### src/rtl/atom_chk_pkg.sv
package atom_chk_pkg;

   localparam int unsigned CTL_FIELD_W = 2;
   localparam int unsigned CTL_FIELDS  = 3;
   localparam int unsigned CTL_W       = CTL_FIELD_W * CTL_FIELDS;

   // Effective page class after data-cache presence is taken into account.
   // The field index of the first three classes equals their position.
   typedef enum logic [2:0] {
      CLS_UNCACHED = 3'd0,
      CLS_WTHRU    = 3'd1,
      CLS_WBACK    = 3'd2,
      CLS_ISOLATE  = 3'd3,
      CLS_OTHER    = 3'd4
   } page_cls_e;

endpackage

### src/rtl/atom_class_decode.sv
module atom_class_decode
   import atom_chk_pkg::*;
#(
   parameter int unsigned ATTR_W       = 4,
   parameter logic [ATTR_W-1:0] ATTR_UNCACHED = 1,
   parameter logic [ATTR_W-1:0] ATTR_WTHRU    = 2,
   parameter logic [ATTR_W-1:0] ATTR_WBACK    = 3,
   parameter logic [ATTR_W-1:0] ATTR_ISOLATE  = 4
) (
   input  logic [ATTR_W-1:0] page_attr,
   input  logic              dcache_present,
   output page_cls_e         page_cls
);

   initial begin
      if (ATTR_UNCACHED == ATTR_WTHRU || ATTR_UNCACHED == ATTR_WBACK ||
          ATTR_UNCACHED == ATTR_ISOLATE || ATTR_WTHRU == ATTR_WBACK ||
          ATTR_WTHRU == ATTR_ISOLATE || ATTR_WBACK == ATTR_ISOLATE)
         $error("atom_class_decode: attribute codes must be distinct");
   end

   always_comb begin
      if (!dcache_present) begin
         page_cls = CLS_UNCACHED;  // no cache, uncached field rules
      end else if (page_attr == ATTR_UNCACHED) begin
         page_cls = CLS_UNCACHED;
      end else if (page_attr == ATTR_WTHRU) begin
         page_cls = CLS_WTHRU;
      end else if (page_attr == ATTR_WBACK) begin
         page_cls = CLS_WBACK;
      end else if (page_attr == ATTR_ISOLATE) begin
         page_cls = CLS_ISOLATE;
      end else begin
         page_cls = CLS_OTHER;
      end
   end

endmodule

### src/rtl/atom_field_sel.sv
module atom_field_sel
   import atom_chk_pkg::*;
#(
   parameter int unsigned FIELDS  = CTL_FIELDS,
   parameter int unsigned FIELD_W = CTL_FIELD_W,
   localparam int unsigned WORD_W = FIELDS * FIELD_W
) (
   input  logic [WORD_W-1:0] atomic_ctl,
   input  page_cls_e         page_cls,
   output logic              field_zero
);

   initial begin
      if (FIELDS != 3)
         $error("atom_field_sel: exactly three cacheable classes are decoded");
      if (FIELD_W == 0)
         $error("atom_field_sel: field width must be nonzero");
   end

   logic [FIELDS-1:0] zero_vec;

   // One zero detector per policy field; field g serves class g.
   for (genvar g = 0; g < FIELDS; g++) begin : g_fld
      assign zero_vec[g] = (atomic_ctl[g*FIELD_W +: FIELD_W] == '0);
   end

   always_comb begin
      unique case (page_cls)
         CLS_UNCACHED: field_zero = zero_vec[0];
         CLS_WTHRU:    field_zero = zero_vec[1];
         CLS_WBACK:    field_zero = zero_vec[2];
         default:      field_zero = 1'b0;
      endcase
   end

endmodule

### src/rtl/atom_cause_pick.sv
module atom_cause_pick
   import atom_chk_pkg::*;
#(
   parameter int unsigned CAUSE_W = 6,
   parameter logic [CAUSE_W-1:0] CAUSE_STORE_PROH = 29,
   parameter logic [CAUSE_W-1:0] CAUSE_LS_ERR     = 3,
   parameter logic [CAUSE_W-1:0] CAUSE_EXCL_ERR   = 8
) (
   input  logic [CAUSE_W-1:0] xlat_cause,
   input  logic               perm_rd,
   input  logic               perm_wr,
   input  logic               excl_mode,
   input  page_cls_e          page_cls,
   input  logic               field_zero,
   output logic               fault,
   output logic [CAUSE_W-1:0] cause
);

   always_comb begin
      fault = 1'b0;
      cause = '0;
      if (xlat_cause != '0) begin
         fault = 1'b1;                      // translation first
         cause = xlat_cause;
      end else if (!excl_mode && !(perm_rd && perm_wr)) begin
         fault = 1'b1;                      // store-prohibited only
         cause = CAUSE_STORE_PROH;
      end else if (page_cls == CLS_ISOLATE) begin
         fault = 1'b1;
         cause = CAUSE_LS_ERR;
      end else if (field_zero) begin
         fault = 1'b1;
         cause = excl_mode ? CAUSE_EXCL_ERR : CAUSE_LS_ERR;
      end
   end

   // a fault always carries a nonzero cause, a pass carries none
   always_comb begin
      a_r11_cause_matches_fault : assert (fault == (cause != '0));
   end

endmodule

### src/rtl/atom_out_stage.sv
module atom_out_stage #(
   parameter int unsigned CAUSE_W = 6
) (
   input  logic               clk,
   input  logic               rst_n,
   input  logic               req_vld,
   input  logic               fault,
   input  logic [CAUSE_W-1:0] cause,
   output logic               chk_done,
   output logic               exc_vld,
   output logic [CAUSE_W-1:0] exc_cause
);

   always_ff @(posedge clk or negedge rst_n) begin
      if (!rst_n) begin
         chk_done  <= 1'b0;
         exc_vld   <= 1'b0;
         exc_cause <= '0;
      end else begin
         chk_done  <= req_vld;
         exc_vld   <= req_vld && fault;
         exc_cause <= (req_vld && fault) ? cause : '0;
      end
   end

   a_r2_exc_within_done : assert property (@(posedge clk) disable iff (!rst_n)
      exc_vld |-> chk_done);

   a_r11_idle_cause_zero : assert property (@(posedge clk) disable iff (!rst_n)
      !exc_vld |-> exc_cause == '0);

endmodule

### src/rtl/atomic_gate.sv
module atomic_gate
   import atom_chk_pkg::*;
#(
   parameter int unsigned CAUSE_W = 6,
   parameter int unsigned ATTR_W  = 4,
   parameter logic [ATTR_W-1:0]  ATTR_UNCACHED    = 1,
   parameter logic [ATTR_W-1:0]  ATTR_WTHRU       = 2,
   parameter logic [ATTR_W-1:0]  ATTR_WBACK       = 3,
   parameter logic [ATTR_W-1:0]  ATTR_ISOLATE     = 4,
   parameter logic [CAUSE_W-1:0] CAUSE_STORE_PROH = 29,
   parameter logic [CAUSE_W-1:0] CAUSE_LS_ERR     = 3,
   parameter logic [CAUSE_W-1:0] CAUSE_EXCL_ERR   = 8
) (
   input  logic               clk,
   input  logic               rst_n,
   input  logic               req_vld,
   input  logic [CAUSE_W-1:0] xlat_cause,
   input  logic               perm_rd,
   input  logic               perm_wr,
   input  logic [ATTR_W-1:0]  page_attr,
   input  logic [CTL_W-1:0]   atomic_ctl,
   input  logic               dcache_present,
   input  logic               excl_mode,
   output logic               chk_done,
   output logic               exc_vld,
   output logic [CAUSE_W-1:0] exc_cause
);

   initial begin
      if (CAUSE_W < 2 || ATTR_W < 3)
         $error("atomic_gate: cause or attribute width too small");
      if (CAUSE_STORE_PROH == '0 || CAUSE_LS_ERR == '0 || CAUSE_EXCL_ERR == '0)
         $error("atomic_gate: cause codes must be nonzero");
      if (CAUSE_LS_ERR == CAUSE_EXCL_ERR || CAUSE_LS_ERR == CAUSE_STORE_PROH ||
          CAUSE_EXCL_ERR == CAUSE_STORE_PROH)
         $error("atomic_gate: cause codes must be distinct");
   end

   page_cls_e          page_cls;
   logic               field_zero;
   logic               fault;
   logic [CAUSE_W-1:0] cause;

   atom_class_decode #(
      .ATTR_W(ATTR_W), .ATTR_UNCACHED(ATTR_UNCACHED), .ATTR_WTHRU(ATTR_WTHRU),
      .ATTR_WBACK(ATTR_WBACK), .ATTR_ISOLATE(ATTR_ISOLATE)
   ) u_cls (
      .page_attr(page_attr), .dcache_present(dcache_present), .page_cls(page_cls)
   );

   atom_field_sel #(.FIELDS(CTL_FIELDS), .FIELD_W(CTL_FIELD_W)) u_fld (
      .atomic_ctl(atomic_ctl), .page_cls(page_cls), .field_zero(field_zero)
   );

   atom_cause_pick #(
      .CAUSE_W(CAUSE_W), .CAUSE_STORE_PROH(CAUSE_STORE_PROH),
      .CAUSE_LS_ERR(CAUSE_LS_ERR), .CAUSE_EXCL_ERR(CAUSE_EXCL_ERR)
   ) u_pick (
      .xlat_cause(xlat_cause), .perm_rd(perm_rd), .perm_wr(perm_wr),
      .excl_mode(excl_mode), .page_cls(page_cls), .field_zero(field_zero),
      .fault(fault), .cause(cause)
   );

   atom_out_stage #(.CAUSE_W(CAUSE_W)) u_out (
      .clk(clk), .rst_n(rst_n), .req_vld(req_vld), .fault(fault), .cause(cause),
      .chk_done(chk_done), .exc_vld(exc_vld), .exc_cause(exc_cause)
   );

   a_r2_idle_no_strobe : assert property (@(posedge clk) disable iff (!rst_n)
      !req_vld |=> !chk_done && !exc_vld);

   a_r3_xlat_passthrough : assert property (@(posedge clk) disable iff (!rst_n)
      req_vld && xlat_cause != '0 |=> exc_vld && exc_cause == $past(xlat_cause));

   a_r8_isolate_faults : assert property (@(posedge clk) disable iff (!rst_n)
      req_vld && xlat_cause == '0 && dcache_present && page_attr == ATTR_ISOLATE &&
      (excl_mode || (perm_rd && perm_wr))
      |=> exc_vld && exc_cause == CAUSE_LS_ERR);

   a_r9_nocache_uncached_field : assert property (@(posedge clk) disable iff (!rst_n)
      req_vld && xlat_cause == '0 && !dcache_present && excl_mode &&
      atomic_ctl[1:0] == 2'b00
      |=> exc_vld && exc_cause == CAUSE_EXCL_ERR);

   a_r4_store_prohibited : assert property (@(posedge clk) disable iff (!rst_n)
      req_vld && xlat_cause == '0 && !excl_mode && !(perm_rd && perm_wr)
      |=> exc_vld && exc_cause == CAUSE_STORE_PROH);

endmodule

### config.mk
export PLATFORM = sky130hd
export DESIGN_NAME = atomic_gate
export DESIGN_NICKNAME = d
export VERILOG_FILES = /design/src/rtl/atom_chk_pkg.sv /design/src/rtl/atom_class_decode.sv /design/src/rtl/atom_field_sel.sv /design/src/rtl/atom_cause_pick.sv /design/src/rtl/atom_out_stage.sv /design/src/rtl/atomic_gate.sv
export SDC_FILE = /design/constraint.sdc
export NUM_CORES = 1
export LEC_CHECK = 0
export ABC_AREA = 1
export BUFFER_PORTS_ARGS = -buffer_cell sky130_fd_sc_hd__buf_2
export CAP_MARGIN = 0
export CELL_PAD_IN_SITES_DETAIL_PLACEMENT = 1
export CELL_PAD_IN_SITES_GLOBAL_PLACEMENT = 1
export CORE_ASPECT_RATIO = 0.8
export CORE_MARGIN = 2
export CORE_UTILIZATION = 26
export DETAILED_ROUTE_END_ITERATION = 8
export PLACE_DENSITY_LB_ADDON = 0.1
export SYNTH_ARGS = -nofsm -noshare
export SYNTH_HDL_FRONTEND = slang
export SYNTH_HIERARCHICAL = 1
export SYNTH_SLANG_ARGS = --single-unit
### constraint.sdc
create_clock -name clk -period 0.8 [get_ports clk]
set_input_delay 0.12 -clock clk [delete_from_list [all_inputs] [get_ports clk]]
set_output_delay 0.12 -clock clk [all_outputs]
set_load 0.05 [all_outputs]
# After elaboration in Yosys (flattened, before gate mapping)

Cells that the tools add are included.

Register bits after elaboration: 8
Output and inout port bits: 8
Logic and storage cells: 36

Equality and inequality tests: 7
Muxes and demuxes: 16
Reduce and logical (&&, ||, !) cells: 10

Operator list:

| operator                                      | number |
|---|---|
| two-way mux 6 bit                             | 5 |
| two-way mux 3 bit                             | 5 |
| == test 4 x 2 -> 1 bit, second input constant | 2 |
| == test 3 x 2 -> 1 bit, second input constant | 2 |
| logical NOT 2 bit                             | 3 |
| nonzero test 6 bit                            | 1 |
| == test 4 x 1 -> 1 bit, second input constant | 1 |
| == test 4 x 3 -> 1 bit, second input constant | 1 |
| two-way mux 1 bit                             | 4 |
| two-way mux 4 bit                             | 1 |
| == test 3 x 1 -> 1 bit, second input constant | 1 |
| logical AND 1 bit                             | 3 |
| logical NOT 3 bit                             | 1 |
| one-hot mux 1 bit (3 select lines)            | 1 |
| logical NOT 1 bit                             | 2 |

# Longest topological paths before layout

Depth after elaboration: 14
Mapped depth: 16
Depth with buffers taken out: 16

# Cells and area by module

The synthesis kept the hierarchy.

Modules (own cells, without submodules):

| module            | times used | cells an instance | area each (µm²) | seq. area each (µm²) |
|---|---|---|---|---|
| atom_out_stage    | 1          | 22                | 255.2           | 200.2 |
| atom_cause_pick   | 1          | 34                | 147.6           | 0.0 |
| atom_class_decode | 1          | 16                | 72.6            | 0.0 |
| atom_field_sel    | 1          | 13                | 53.8            | 0.0 |

# Worst setup path before layout

OpenSTA, ideal clock, no wires.

Path kind: in2reg
From: in page_attr[1]
To: reg u_out.exc_cause[3]
Setup time: 0.072 ns
Arrival: 1.229 ns
Data required time: 0.728 ns
Path slack: -0.501 ns
Stages on the path: 15
Path through: nor2_2 -> nand3_2 -> a21oi_1 -> inv_1 -> nor2_1 -> nand3_1 -> nand3_1 -> nand2_1 -> inv_1 -> nand2_1 -> nand2_1 -> nand2_1 -> nand2_1 -> inv_1 -> nor2_1

RTL lines:

| item                                                 | RTL line                | text |
|---|---|---|
| from (decl)                                          | atomic_gate.sv:20       | `input logic [ATTR_W-1:0] page_attr,` |
| == test 4 x 3 -> 1 bit                               | atom_class_decode.sv:31 | `end else if (page_attr == ATTR_ISOLATE) begin` |
| two-way mux 3 bit                                    | atom_class_decode.sv:31 |  |
| two-way mux 3 bit                                    | atom_class_decode.sv:29 | `end else if (page_attr == ATTR_WBACK) begin` |
| two-way mux 3 bit                                    | atom_class_decode.sv:27 | `end else if (page_attr == ATTR_WTHRU) begin` |
| two-way mux 3 bit (*)                                | atom_class_decode.sv:25 | `end else if (page_attr == ATTR_UNCACHED) begin` |
| two-way mux 3 bit (*)                                | atom_class_decode.sv:23 | `if (!dcache_present) begin` |
| via page_cls[1]                                      | atomic_gate.sv:39       | `page_cls_e page_cls;` |
| == test 3 x 2 -> 1 bit, or another cell as far along | atom_field_sel.sv:28    | `unique case (page_cls)` |
| one-hot mux 1 bit (3 select lines) (*)               | atom_field_sel.sv:28    |  |
| via field_zero                                       | atomic_gate.sv:40       | `logic field_zero;` |
| two-way mux 6 bit (*)                                | atom_cause_pick.sv:31   | `end else if (field_zero) begin` |
| two-way mux 6 bit (*)                                | atom_cause_pick.sv:28   | `end else if (page_cls == CLS_ISOLATE) begin` |
| two-way mux 6 bit (*)                                | atom_cause_pick.sv:25   | `end else if (!excl_mode && !(perm_rd && perm_wr)) begin` |
| two-way mux 6 bit (*)                                | atom_cause_pick.sv:22   | `if (xlat_cause != '0) begin` |
| via cause[3]                                         | atomic_gate.sv:42       | `logic [CAUSE_W-1:0] cause;` |
| two-way mux 6 bit (*)                                | atom_out_stage.sv:22    | `exc_cause <= (req_vld && fault) ? cause : '0;` |
| to (signal assigned)                                 | atom_out_stage.sv:22    |  |
| to (decl)                                            | atom_out_stage.sv:11    | `output logic [CAUSE_W-1:0] exc_cause` |

Mark *: on every way through the listed nets, which the timed path passes. The rest lies on a longest branch.

# Worst setup path after layout

From: in page_attr[0]
To: reg u_out.exc_cause[2]

Longest elaborated chain between the ends: 14

RTL lines:

| item                                                 | RTL line                | text |
|---|---|---|
| == test 4 x 3 -> 1 bit                               | atom_class_decode.sv:31 |  |
| two-way mux 3 bit                                    | atom_class_decode.sv:31 |  |
| two-way mux 3 bit                                    | atom_class_decode.sv:29 |  |
| two-way mux 3 bit                                    | atom_class_decode.sv:27 |  |
| two-way mux 3 bit (*)                                | atom_class_decode.sv:25 |  |
| two-way mux 3 bit (*)                                | atom_class_decode.sv:23 |  |
| via page_cls[1]                                      | atomic_gate.sv:39       |  |
| == test 3 x 2 -> 1 bit, or another cell as far along | atom_field_sel.sv:28    |  |
| one-hot mux 1 bit (3 select lines) (*)               | atom_field_sel.sv:28    |  |
| via field_zero                                       | atomic_gate.sv:40       |  |
| two-way mux 1 bit (*)                                | atom_cause_pick.sv:31   |  |
| two-way mux 1 bit (*)                                | atom_cause_pick.sv:28   |  |
| two-way mux 1 bit (*)                                | atom_cause_pick.sv:25   |  |
| two-way mux 1 bit (*)                                | atom_cause_pick.sv:22   |  |
| via fault                                            | atomic_gate.sv:41       | `logic fault;` |
| logical AND 1 bit (*)                                | atom_out_stage.sv:22    |  |
| two-way mux 6 bit (*)                                | atom_out_stage.sv:22    |  |

Marks and branches as above.

==> impl_metrics.ini <==
[sta]
slew_violations = 0
fmaxAchievable_mhz = 811
timing.hold.ws_ns = 0.172
setup_tns_ns = -3.61
min_period_ns = 1.23
timing.final.ws_setup_ns = -0.434
max_slew_margin = 0.864
final_worst_path_period_share = 1.54
timing.final.hold_violations = 0
grt_setup_unrepaired = yes
max_slew.worst_pin.slew_ns = 0.203
setup_viol_count_final = 15

[run_status]
failing_checks = negative setup slack
run_status = finished with violations

[routing]
wire_length_after_detailed_routing_um = 1410
postRouteAntennaNets = 0
routed-via-count = 626
drtPass1Iterations = 2
wl_per_cell_um = 9.20
dr.first_iter.drc_count = 1
route.detailed.drc = 0
drt-vias-per-instance = 4.09

[yosys]
number_of_cells_produced_by_synthesis = 85
ys_seq_area_frac = 0.378
syn-mean-instance-area_um2 = 6.23
synth-warning-count = 6
synth.cell_area_um2 = 529
synth.ff_latch_count = 8
synth_area_leader_cell = dfrtp_1
mapped_nets = 108
ys_top_cells_by_area = dfrtp_1, inv_1, nand2_1
yosys.area.top_type_share = 0.378
synth.distinct_cells = 12

[clocking]
ctsLongestPathBuffers = 2
cts_made_buffers = 3
clk_pin_slew_ns = 0.05
cts_tree = yes
cts_num_sinks = 8
clock_tree.root_cell = clkbuf_4
cts_htree_levels = 1

[floorplanning]
row_count = 14
die-width_um = 54.4
floorplan.initialDensity = 0.277
die-area_um2 = 2410
die-height_um = 44.4
ioPinCount = 31
fp.coreArea_um2 = 1910

[setup_path]
critical_path_arrival_ns = 1.36
critical_path_peak_fanout = 7
path_class = in -> reg
critPathRequiredTime_ns = 0.93
setup.worst_path.end_class = flip-flop
crit_path_start_kind = primary input

[layout]
fillCellCount = 250
antenna_cells = 0
area_delta_synth_final_pct = 81.6
final_cell_area_um2 = 961
final_nets = 154
layout-drive-gt1-share = 0.465

[pwr]
share_seq_of_total_power = 0.392
leakagePower_nw = 0.551
total_switching_power_w = 0.000343
clock_power_share = 0.258
worst_ir_drop_vdd_v = 0.000565
power.density_nw_per_um2 = 1160
power_frac_comb = 0.350
power.switching_fraction = 0.308
cell_internal_pwr_w = 0.000771

[placement]
post-place-ws_ns = -0.772
count_of_input_and_output_buffers = 30
gp_congestion = 0.717
place_area_um2 = 798
dpl.hpwl_um = 1180

[global_route]
grt_first_pass_wirelength_um = 2290
grt_start_max_net_pins = 9
gr-total-overflow = 0
first_global_vias = 604
initial_antenna_violation_count = 0
overall_global_routing_usage = 0.135

[flow_run]
max_cap_viol_count = 0

[worst_hold_path]
worst_hold_path_type = in -> reg
[layout make-up]
class                      count  area [um2]  area share
clock buffer                   3        22.5      0.0234
inverter                      22        82.6      0.0859
multi-input combinational     54         305       0.318
sequential                     8         200       0.208
tap                           24        30.0      0.0312
timing repair buffer          42         320       0.333
[metrics by stage]
step	utilization	cells	total power, W
after CTS	0.491	153	0.00112
after detailed placement	0.418	148	0.000761
after global routing	0.503	153	0.00119
after global placement	0.418	148	0.000754
after floorplan	-	85	0.000615
final	0.503	153	0.00111
[final timing paths]
kind	startpoint	end	slack, ns	cells past startpoint
min in group asynchronous	rst_n	u_out/exc_cause[0]$_DFF_PN0_	0.24	2
max in group asynchronous	rst_n	u_out/chk_done$_DFF_PN0_	0.40	2
worst max-delay path	page_attr[0]	u_out/exc_cause[2]$_DFF_PN0_	-0.43	11
worst min-delay path	req_vld	u_out/exc_vld$_DFF_PN0_	0.17	3
[per-layer routing]
layer,global-route usage,vias up,wire length (um)
met5,0,-,0
li1,-,336,-
met3,0.0203,2,61
met4,0.0750,0,16
met2,0.248,18,724
met1,0.145,270,605
[cells in the mapped netlist]
master    instances
inv_1            22
nand2_1          20
nor2_1           17
dfrtp_1           8
nand3_1           8
a21oi_1           3
nand3_2           2
clkbuf_1          1
nand2_2           1
nor2_2            1
nor2_4            1
nor3_1            1
[flip-flops by register name, indices dropped and copies added, names as in the netlist]
| name | count |
|---|---|
| u_out/chk_done | 1 |
| u_out/exc_vld | 1 |
| u_out/exc_cause | 6 |
[what timing repair did]
action	CTS	global route
endpoints found under the hold margin	9	0
hold buffers	2	0
cloned	0	0
setup endpoints to repair	15	15
resized for setup	27	11
pin swaps	13	8
buffers inserted	0	0
[cell families after synthesis]
| kind of cell | Yosys count | synth area share |
|---|---|---|
| AOI/OAI and AO/OA | 3 | 0.0284 |
| buffers and inverters | 23 | 0.163 |
| DFF | 8 | 0.378 |
| and+or+nand+nor | 51 | 0.430 |
[power groups by stage]
| stage | sequential, W | clock, W | combinational (W) |
|---|---|---|---|
| finish | 0.000436 | 0.000288 | 0.000390 |
| global route | 0.000438 | 0.000328 | 0.000426 |
| CTS | 0.000436 | 0.000307 | 0.000378 |
| detailed placement | 0.000437 | 0 | 0.000323 |
| global placement | 0.000437 | 0 | 0.000317 |
| floorplan | 0.000517 | 0 | 0.0000982 |
[critical path, cell delays in order]
cell     delay (ns)
buf_8          0.10
nor2_4         0.12
nand3_4        0.11
a21oi_4        0.21
nor2_1         0.06
nand3_1        0.10
nand3_2        0.10
a21oi_1        0.13
nand3_1        0.10
nand2_2        0.14
nor2_1         0.07
[cell usage in the layout, fill, tap and decap left out, drive strengths merged]
| cell | n |
|---|---|
| a21oi | 3 |
| buf | 40 |
| clkbuf | 3 |
| dfrtp | 8 |
| dlygate4sd3 | 2 |
| inv | 22 |
| nand2 | 21 |
| nand3 | 10 |
| nor2 | 19 |
| nor3 | 1 |
Power figures use the tool's default switching activity.
